## src/rtl/utlb_pkg.sv

```systemverilog
package utlb_pkg;
  // Address geometry: fixed 4 KB pages.
  localparam int VA_W    = 32;
  localparam int PG_W    = 12;
  localparam int VPN_W   = VA_W - PG_W;
  localparam int PFN_W   = 20;
  localparam int PA_W    = PFN_W + PG_W;
  localparam int ASID_W  = 8;
  // The single-bit recency tracker assumes exactly two entries.
  localparam int NUM_ENT = 2;
  localparam int IDX_W   = (NUM_ENT > 1) ? $clog2(NUM_ENT) : 1;

  typedef struct packed {
    logic [VPN_W-1:0]  vpn;
    logic [PFN_W-1:0]  pfn;
    logic [ASID_W-1:0] asid;
    logic              glob;
    logic              nc;
  } utlb_ent_t;

  typedef enum logic [1:0] {
    FS_IDLE = 2'd0,
    FS_WAIT = 2'd1,
    FS_ERR  = 2'd2
  } fill_st_e;
endpackage

```

## src/rtl/utlb_entry_bank.sv

```systemverilog
module utlb_entry_bank
  import utlb_pkg::*;
(
  input  logic               clk,
  input  logic               rst_n,
  input  logic               clr_all,
  input  logic               wr_en,
  input  logic [IDX_W-1:0]   wr_idx,
  input  utlb_ent_t          wr_ent,
  input  logic [VPN_W-1:0]   lk_vpn,
  input  logic [ASID_W-1:0]  lk_asid,
  output logic [NUM_ENT-1:0] hit_vec,
  output logic [NUM_ENT-1:0] vld_vec,
  output logic [IDX_W-1:0]   hit_idx,
  output logic [PFN_W-1:0]   hit_pfn,
  output logic               hit_nc
);

  logic [NUM_ENT-1:0] vld_q, vld_d;
  utlb_ent_t          ent_q [NUM_ENT];

  // Valid bits: clear has priority over a write.
  always_comb begin
    vld_d = vld_q;
    if (clr_all) begin
      vld_d = '0;
    end else if (wr_en) begin
      vld_d[wr_idx] = 1'b1;
    end
  end

  always_ff @(posedge clk or negedge rst_n) begin
    if (!rst_n) begin
      vld_q <= '0;
    end else begin
      vld_q <= vld_d;
    end
  end

  // Payload: no reset, written only under its own enable.
  always_ff @(posedge clk) begin
    for (int i = 0; i < NUM_ENT; i++) begin
      if (wr_en && (wr_idx == IDX_W'(i))) begin
        ent_q[i] <= wr_ent;
      end
    end
  end

  // Parallel tag compare, one comparator per entry.
  for (genvar g = 0; g < NUM_ENT; g++) begin : g_cmp
    logic page_eq;
    logic space_ok;
    assign page_eq     = (ent_q[g].vpn == lk_vpn);
    assign space_ok    = ent_q[g].glob || (ent_q[g].asid == lk_asid);
    assign hit_vec[g]  = vld_q[g] && page_eq && space_ok;
  end

  assign vld_vec = vld_q;

  // AND-OR select; relies on at most one hit.
  always_comb begin
    hit_pfn = '0;
    hit_nc  = 1'b0;
    hit_idx = '0;
    for (int i = 0; i < NUM_ENT; i++) begin
      if (hit_vec[i]) begin
        hit_pfn = hit_pfn | ent_q[i].pfn;
        hit_nc  = hit_nc | ent_q[i].nc;
        hit_idx = hit_idx | IDX_W'(i);
      end
    end
  end

  // fills only follow misses, so two entries never match together.
  a_r7_single_match: assert property (@(posedge clk) disable iff (!rst_n)
    $onehot0(hit_vec))
    else $error("R7: more than one entry matched");

endmodule

```

## src/rtl/utlb_victim.sv

```systemverilog
module utlb_victim
  import utlb_pkg::*;
(
  input  logic               clk,
  input  logic               rst_n,
  input  logic [NUM_ENT-1:0] vld_vec,
  input  logic               hit_any,
  input  logic [IDX_W-1:0]   hit_idx,
  input  logic               fill_en,
  output logic [IDX_W-1:0]   victim_idx
);

  logic [IDX_W-1:0] lru_q, lru_d;

  // Lowest-numbered empty slot first, otherwise the older entry.
  always_comb begin
    victim_idx = lru_q;
    for (int i = NUM_ENT - 1; i >= 0; i--) begin
      if (!vld_vec[i]) begin
        victim_idx = IDX_W'(i);
      end
    end
  end

  // With two entries the least recent one is simply the other one.
  always_comb begin
    lru_d = lru_q;
    if (fill_en) begin
      lru_d = ~victim_idx;
    end else if (hit_any) begin
      lru_d = ~hit_idx;
    end
  end

  always_ff @(posedge clk or negedge rst_n) begin
    if (!rst_n) begin
      lru_q <= '0;
    end else begin
      lru_q <= lru_d;
    end
  end

  // a hit entry must not be chosen for the fill in the next cycle.
  a_r6_hit_not_victim: assert property (@(posedge clk) disable iff (!rst_n)
    (hit_any && !fill_en && (&vld_vec)) |=> ((&vld_vec) ? (victim_idx != $past(hit_idx)) : 1'b1))
    else $error("R6: most recently hit entry selected as victim");

endmodule

```

## src/rtl/utlb_fill_ctrl.sv

```systemverilog
module utlb_fill_ctrl
  import utlb_pkg::*;
(
  input  logic              clk,
  input  logic              rst_n,
  input  logic              fetch_req,
  input  logic              lk_miss,
  input  logic [VA_W-1:0]   fetch_va,
  input  logic [ASID_W-1:0] cur_asid,
  input  logic              clr_req,
  input  logic              rsp_valid,
  input  logic              rsp_err,
  output logic              jt_req,
  output logic [VA_W-1:0]   jt_va,
  output logic [ASID_W-1:0] jt_asid,
  output logic              install,
  output logic              stall,
  output logic              fetch_err
);

  fill_st_e          st_q, st_d;
  logic [VA_W-1:0]   va_q;
  logic [ASID_W-1:0] asid_q;
  logic              stale_q, stale_d;
  logic              cap_en;

  always_comb begin
    st_d    = st_q;
    stale_d = stale_q;
    cap_en  = 1'b0;
    install = 1'b0;
    case (st_q)
      FS_IDLE: begin
        if (fetch_req && lk_miss) begin
          st_d    = FS_WAIT;
          cap_en  = 1'b1;
          stale_d = 1'b0;
        end
      end
      FS_WAIT: begin
        stale_d = stale_q | clr_req;
        if (rsp_valid) begin
          st_d    = rsp_err ? FS_ERR : FS_IDLE;
          install = !rsp_err && !stale_q && !clr_req;
        end
      end
      FS_ERR:  st_d = FS_IDLE;
      default: st_d = FS_IDLE;
    endcase
  end

  always_ff @(posedge clk or negedge rst_n) begin
    if (!rst_n) begin
      st_q    <= FS_IDLE;
      stale_q <= 1'b0;
    end else begin
      st_q    <= st_d;
      stale_q <= stale_d;
    end
  end

  always_ff @(posedge clk) begin
    if (cap_en) begin
      va_q   <= fetch_va;
      asid_q <= cur_asid;
    end
  end

  assign jt_req    = (st_q == FS_WAIT);
  assign jt_va     = va_q;
  assign jt_asid   = asid_q;
  assign fetch_err = (st_q == FS_ERR);
  assign stall     = (st_q == FS_WAIT) || ((st_q == FS_IDLE) && fetch_req && lk_miss);

  // an unanswered request keeps its address and tag.
  a_r3_req_held: assert property (@(posedge clk) disable iff (!rst_n)
    (jt_req && !rsp_valid) |=> (jt_req && $stable(jt_va) && $stable(jt_asid)))
    else $error("R3: request dropped or changed before answer");

  // a faulting answer gives one error cycle with no stall and no request.
  a_r5_err_pulse: assert property (@(posedge clk) disable iff (!rst_n)
    (jt_req && rsp_valid && rsp_err) |=> (fetch_err && !jt_req && !stall))
    else $error("R5: error not reported after faulting answer");

  a_r5_err_single: assert property (@(posedge clk) disable iff (!rst_n)
    fetch_err |=> !fetch_err)
    else $error("R5: error lasted more than one cycle");

endmodule

```

## src/rtl/ifetch_utlb.sv

```systemverilog
module ifetch_utlb
  import utlb_pkg::*;
(
  input  logic              clk,
  input  logic              rst_n,
  input  logic              fetch_req,
  input  logic [VA_W-1:0]   fetch_va,
  input  logic [ASID_W-1:0] cur_asid,
  input  logic              flush,
  output logic              fetch_hit,
  output logic [PA_W-1:0]   fetch_pa,
  output logic              fetch_uncached,
  output logic              fetch_stall,
  output logic              fetch_err,
  output logic              jt_req,
  output logic [VA_W-1:0]   jt_va,
  output logic [ASID_W-1:0] jt_asid,
  input  logic              jt_rsp_valid,
  input  logic [PFN_W-1:0]  jt_rsp_pfn,
  input  logic              jt_rsp_global,
  input  logic              jt_rsp_uncached,
  input  logic              jt_rsp_err
);

  logic [ASID_W-1:0]  asid_prev_q;
  logic               clr_req;
  logic [NUM_ENT-1:0] hit_vec, vld_vec;
  logic [IDX_W-1:0]   hit_idx, victim_idx;
  logic [PFN_W-1:0]   hit_pfn;
  logic               hit_nc;
  logic               any_hit, lk_miss, install;
  utlb_ent_t          new_ent;

  // Tag-change detector feeding the global clear.
  always_ff @(posedge clk or negedge rst_n) begin
    if (!rst_n) begin
      asid_prev_q <= '0;
    end else begin
      asid_prev_q <= cur_asid;
    end
  end

  assign clr_req = flush || (cur_asid != asid_prev_q);

  assign new_ent.vpn  = jt_va[VA_W-1:PG_W];
  assign new_ent.pfn  = jt_rsp_pfn;
  assign new_ent.asid = jt_asid;
  assign new_ent.glob = jt_rsp_global;
  assign new_ent.nc   = jt_rsp_uncached;

  utlb_entry_bank u_bank (
    .clk     (clk),
    .rst_n   (rst_n),
    .clr_all (clr_req),
    .wr_en   (install),
    .wr_idx  (victim_idx),
    .wr_ent  (new_ent),
    .lk_vpn  (fetch_va[VA_W-1:PG_W]),
    .lk_asid (cur_asid),
    .hit_vec (hit_vec),
    .vld_vec (vld_vec),
    .hit_idx (hit_idx),
    .hit_pfn (hit_pfn),
    .hit_nc  (hit_nc)
  );

  assign any_hit = fetch_req && (|hit_vec);
  assign lk_miss = !(|hit_vec);

  utlb_victim u_victim (
    .clk        (clk),
    .rst_n      (rst_n),
    .vld_vec    (vld_vec),
    .hit_any    (any_hit),
    .hit_idx    (hit_idx),
    .fill_en    (install),
    .victim_idx (victim_idx)
  );

  utlb_fill_ctrl u_fill (
    .clk       (clk),
    .rst_n     (rst_n),
    .fetch_req (fetch_req),
    .lk_miss   (lk_miss),
    .fetch_va  (fetch_va),
    .cur_asid  (cur_asid),
    .clr_req   (clr_req),
    .rsp_valid (jt_rsp_valid),
    .rsp_err   (jt_rsp_err),
    .jt_req    (jt_req),
    .jt_va     (jt_va),
    .jt_asid   (jt_asid),
    .install   (install),
    .stall     (fetch_stall),
    .fetch_err (fetch_err)
  );

  assign fetch_hit      = any_hit;
  assign fetch_pa       = any_hit ? {hit_pfn, fetch_va[PG_W-1:0]} : '0;
  assign fetch_uncached = any_hit && hit_nc;

  // a hit with nothing outstanding never stalls.
  a_r2_hit_no_stall: assert property (@(posedge clk) disable iff (!rst_n)
    (fetch_hit && !jt_req) |-> !fetch_stall)
    else $error("R2: stall on a hit");

  // after a flush nothing can hit.
  a_r8_flush_empties: assert property (@(posedge clk) disable iff (!rst_n)
    flush |=> (vld_vec == '0))
    else $error("R8: entry survived a flush");

  // after a tag change nothing can hit.
  a_r9_asid_empties: assert property (@(posedge clk) disable iff (!rst_n)
    (cur_asid != asid_prev_q) |=> !fetch_hit)
    else $error("R9: hit right after a tag change");

  // a faulting answer leaves the entries as they were.
  a_r5_no_install: assert property (@(posedge clk) disable iff (!rst_n)
    (jt_req && jt_rsp_valid && jt_rsp_err && !clr_req) |=> $stable(vld_vec))
    else $error("R5: entry changed after faulting answer");

  // an answer that meets a clear is not stored.
  a_r10_discard: assert property (@(posedge clk) disable iff (!rst_n)
    (jt_req && jt_rsp_valid && clr_req) |=> (vld_vec == '0))
    else $error("R10: stale refill installed");

endmodule

```

## config.mk

```make
export PLATFORM = sky130hd
export DESIGN_NAME = ifetch_utlb
export DESIGN_NICKNAME = d
export VERILOG_FILES = /design/src/rtl/utlb_pkg.sv /design/src/rtl/utlb_entry_bank.sv /design/src/rtl/utlb_victim.sv /design/src/rtl/utlb_fill_ctrl.sv /design/src/rtl/ifetch_utlb.sv
export SDC_FILE = /design/constraint.sdc
export NUM_CORES = 1
export LEC_CHECK = 0
export ABC_CLOCK_PERIOD_IN_PS = 7000
export CORE_MARGIN = 1.5
export CORE_UTILIZATION = 37
export DETAILED_ROUTE_END_ITERATION = 8
export DONT_BUFFER_PORTS = 1
export GPL_ROUTABILITY_DRIVEN = 0
export PLACE_DENSITY = 0.51
export SLEW_MARGIN = 20
export SYNTH_ARGS = -nofsm -noshare
export SYNTH_HDL_FRONTEND = slang
export SYNTH_SLANG_ARGS = --single-unit
```

## constraint.sdc

```tcl
create_clock -name clk -period 7 [get_ports clk]
set_input_delay 1.4 -clock clk [delete_from_list [all_inputs] [get_ports clk]]
set_output_delay 1.4 -clock clk [all_outputs]
set_load 0.02 [all_outputs]
```

==> summary.txt <==
STA
  • Slew margin rel.: 32.9%
  • RSZ-0062 raised after global routing: false
  • Final Cycle Share: 71.5%
  • Fin. max-slew vios: 0
  • Max frequency: 200 MHz
  • Setup WS post-layout: 1990 ps
  • Setup tns final: 0 ps
  • Final hold vios: 0
  • Tmin final: 5010 ps
  • Actual slew at the worst max-slew pin: 1010 ps
  • Setup Skew: 8.77 ps
  • Final setup violation count: 0

Setup path
  • Crit path launch type: input pin
  • CP cell instances: xor2_1, nor4_1, a41o_1, buf_4, nand3_2, a211oi_1
  • Req. time, crit path: 5600 ps
  • Worst-path fanout max: 23
  • Critical R2R Launch: u_fill.st_q[0]
  • CP max-delay cell: a211oi_1
  • WS Path Type: in -> out
  • Crit-path max cell delay: 740 ps
  • CP arrival: 3610 ps
  • Crit. End Element: primary output
  • Critical path origin: cur_asid[1]

Logic synthesis
  • Seq/Total Area, Yosys: 74.7%
  • Top FF cell, synth: edfxtp_1
  • Yosys cell types: 34
  • Post-synthesis xor/xnor area fraction: 9.19%
  • Avg Cell Area, Syn: 16.3 um^2
  • Multiplexer area fraction after synthesis: 0%
  • Top-count cell post-synth: edfxtp_1
  • Leading area contributor after synthesis: edfxtp_1
  • Async set or reset register ratio after synthesis: 9.09%
  • Post-synth net total: 443
  • Post-Synthesis Cells: 375
  • Post-Syn Area: 6100 um^2
  • Area contributors post-synth: edfxtp_1, dfrtp_1, xnor2_1
  • Ys Warns: 0
  • EDFF count, synth: 140
  • Synth Area in Simple Gates: 8.35%
  • Largest family of logic cells by synthesized area: XOR/XNOR gates
  • Post-Synth Adder-Cell Area: 0%
  • Seq cells post-synth: 154
  • Top post-synthesis cells by count: edfxtp_1, nand4_1, xnor2_1, xor2_1, a21oi_1
  • Synth top area share: 68.9%
  • Compound-Gate Fraction of Synth Area: 5.40%

Detailed routing
  • WL final: 12.7 mm
  • Top sig layer: met4
  • DRC: 0
  • Vias per cell: 5.20
  • Iteration-0 DRC Markers: 193
  • Met2 WL: 6.44 mm
  • Wire length on met3: 1.04 mm
  • DR pass1 iterations: 6
  • Routed met1 length: 5.07 mm
  • WL per Instance: 20.8 um
  • Final ANT Viol Nets: 0
  • Vias: 3186

Clocking
  • Clock Tree Buf Depth: 2
  • # hold bufs at CTS: 0
  • Root Buffer: clkbuf_16
  • Worst-Skew Late Latency: 410 ps
  • Cts bufs inserted: 17
  • PostCTS Resize Cnt: 0
  • CTS clk-pin slew, worst paths: 60 ps
  • CTS H-tree depth: 4
  • Post-CTS setup buffer count: 0
  • CTS tree: yes
  • TritonCTS sink count: 154

Finish
  • Finished Cell Area: 6940 um^2
  • Post-layout instance count excluding filler cells: 613
  • Synth-to-layout area growth: 13.7%
  • Share of cells above drive strength 1: 14.1%
  • Nets: 452
  • Antenna cells: 0

Floorplan
  • Die Span Y: 131 um
  • Row cnt: 46
  • Initial Utilization: 38.1%
  • Top Ports: 145
  • Die Footprint: 17300 um^2
  • DIE WIDTH: 131 um
  • Area of the core: 16000 um^2

Global route
  • First-pass GRT wire length: 19.8 mm
  • Number of global-route vias before repair: 3336
  • Largest net degree at the start of global routing: 52
  • Global route overflow: 0
  • GRT Total Usage: 15.3%
  • Initial antenna violation count: 0

Placed design
  • Placed insts: 581
  • Final HPWL DP: 8.24 mm
  • Placed Area: 6360 um^2
  • Port bufs: 0
  • Pre-CTS WS: 1980 ps

Power
  • Pwr Density: 293 nW/um^2
  • Peak VDD IR: 0.159 mV
  • Lkg Pwr: 2.21 nW

Status
  • Status: completed

Job
  • Max cap viols: 0

Min path
  • HP Class: reg -> reg
  • Hold_sp: u_bank.vld_vec[1]
[state kept, by name (all words and copies together) (netlist names)]
name and cells:
u_bank.ent_q 100, u_fill.jt_va 32, asid_prev_q 8, u_fill.jt_asid 8, u_bank.vld_vec 2, u_fill.st_q 2, u_fill.stale_q 1, u_victim.lru_q 1
[per-layer routing]
layer | track usage, % | up-vias
li1 | - | 1470
met1 | 17.9 | 1574
met2 | 25.7 | 128
met3 | 5.75 | 14
met4 | 5.93 | 0
met5 | 0 | -
[worst max-delay path, delay by kind of cell]
family | cells | cell delay, ps
AO/OA/AOI/OAI | 2 | 980
buffers and inverters | 1 | 290
XOR/XNOR | 1 | 140
AND/OR/NAND/NOR | 2 | 780
[cell type report]
cell class                      instances  area (um^2)
Tap cell                              216          270
Timing Repair Buffer                    8         60.1
Fill cell                            1501         9060
Sequential cell                       154         4550
Clock inverter                         15          149
Inverter                               17         63.8
Multi-Input combinational cell        186         1410
Clock buffer                           17          425
[logic make-up (layout without fill, tap and decap cells)]
group	count (synthesis)	in the layout
xor+xnor	64	64
buf+inv	35	57
compound gates	44	44
simple gates	78	78
flops	154	154
[worst paths after layout]
kind / end / cells past startpoint / slack, ps
setup / recovery: fetch_pa[3] / 6 / 1990
hold / removal: u_bank.vld_vec[1] / 1 / 510
setup reg to reg: u_bank.ent_q[0][99] / 5 / 3920
hold reg to reg: u_bank.vld_vec[1] / 1 / 510
max in group asynchronous: asid_prev_q[0] / 0 / 6250
min in group asynchronous: u_fill.stale_q / 0 / 680
[per-stage QoR]
step / hold slack, ps / power, W / util [%]
floorplan: 473 / 0.00115 / -
global placement: 493 / 0.00117 / 39.8
detailed placement: 496 / 0.00117 / 39.8
CTS: 514 / 0.00206 / 43.4
global route: 559 / 0.00210 / 43.4
finish: 509 / 0.00203 / 43.4
[cells in the final DEF, fill, tap and decap left out, types with 8 or more instances in the layout]
master       n
a21oi_1     22
xor2_1      25
edfxtp_1   140
dfrtp_1     14
a211oi_2     8
buf_4        8
inv_1       16
nand4_1     50
xnor2_1     39
clkbuf_16   17
[power by group]
| part | switching, W | total (W) | internal (W) | leakage (nW) |
|---|---|---|---|---|
| Sequential | 0.0000445 | 0.00109 | 0.00104 | 1.45 |
| Clock | 0.000360 | 0.000885 | 0.000524 | 0.275 |
| Combinational | 0.0000372 | 0.0000566 | 0.0000194 | 0.490 |
(Power assumes the default switching activity.)
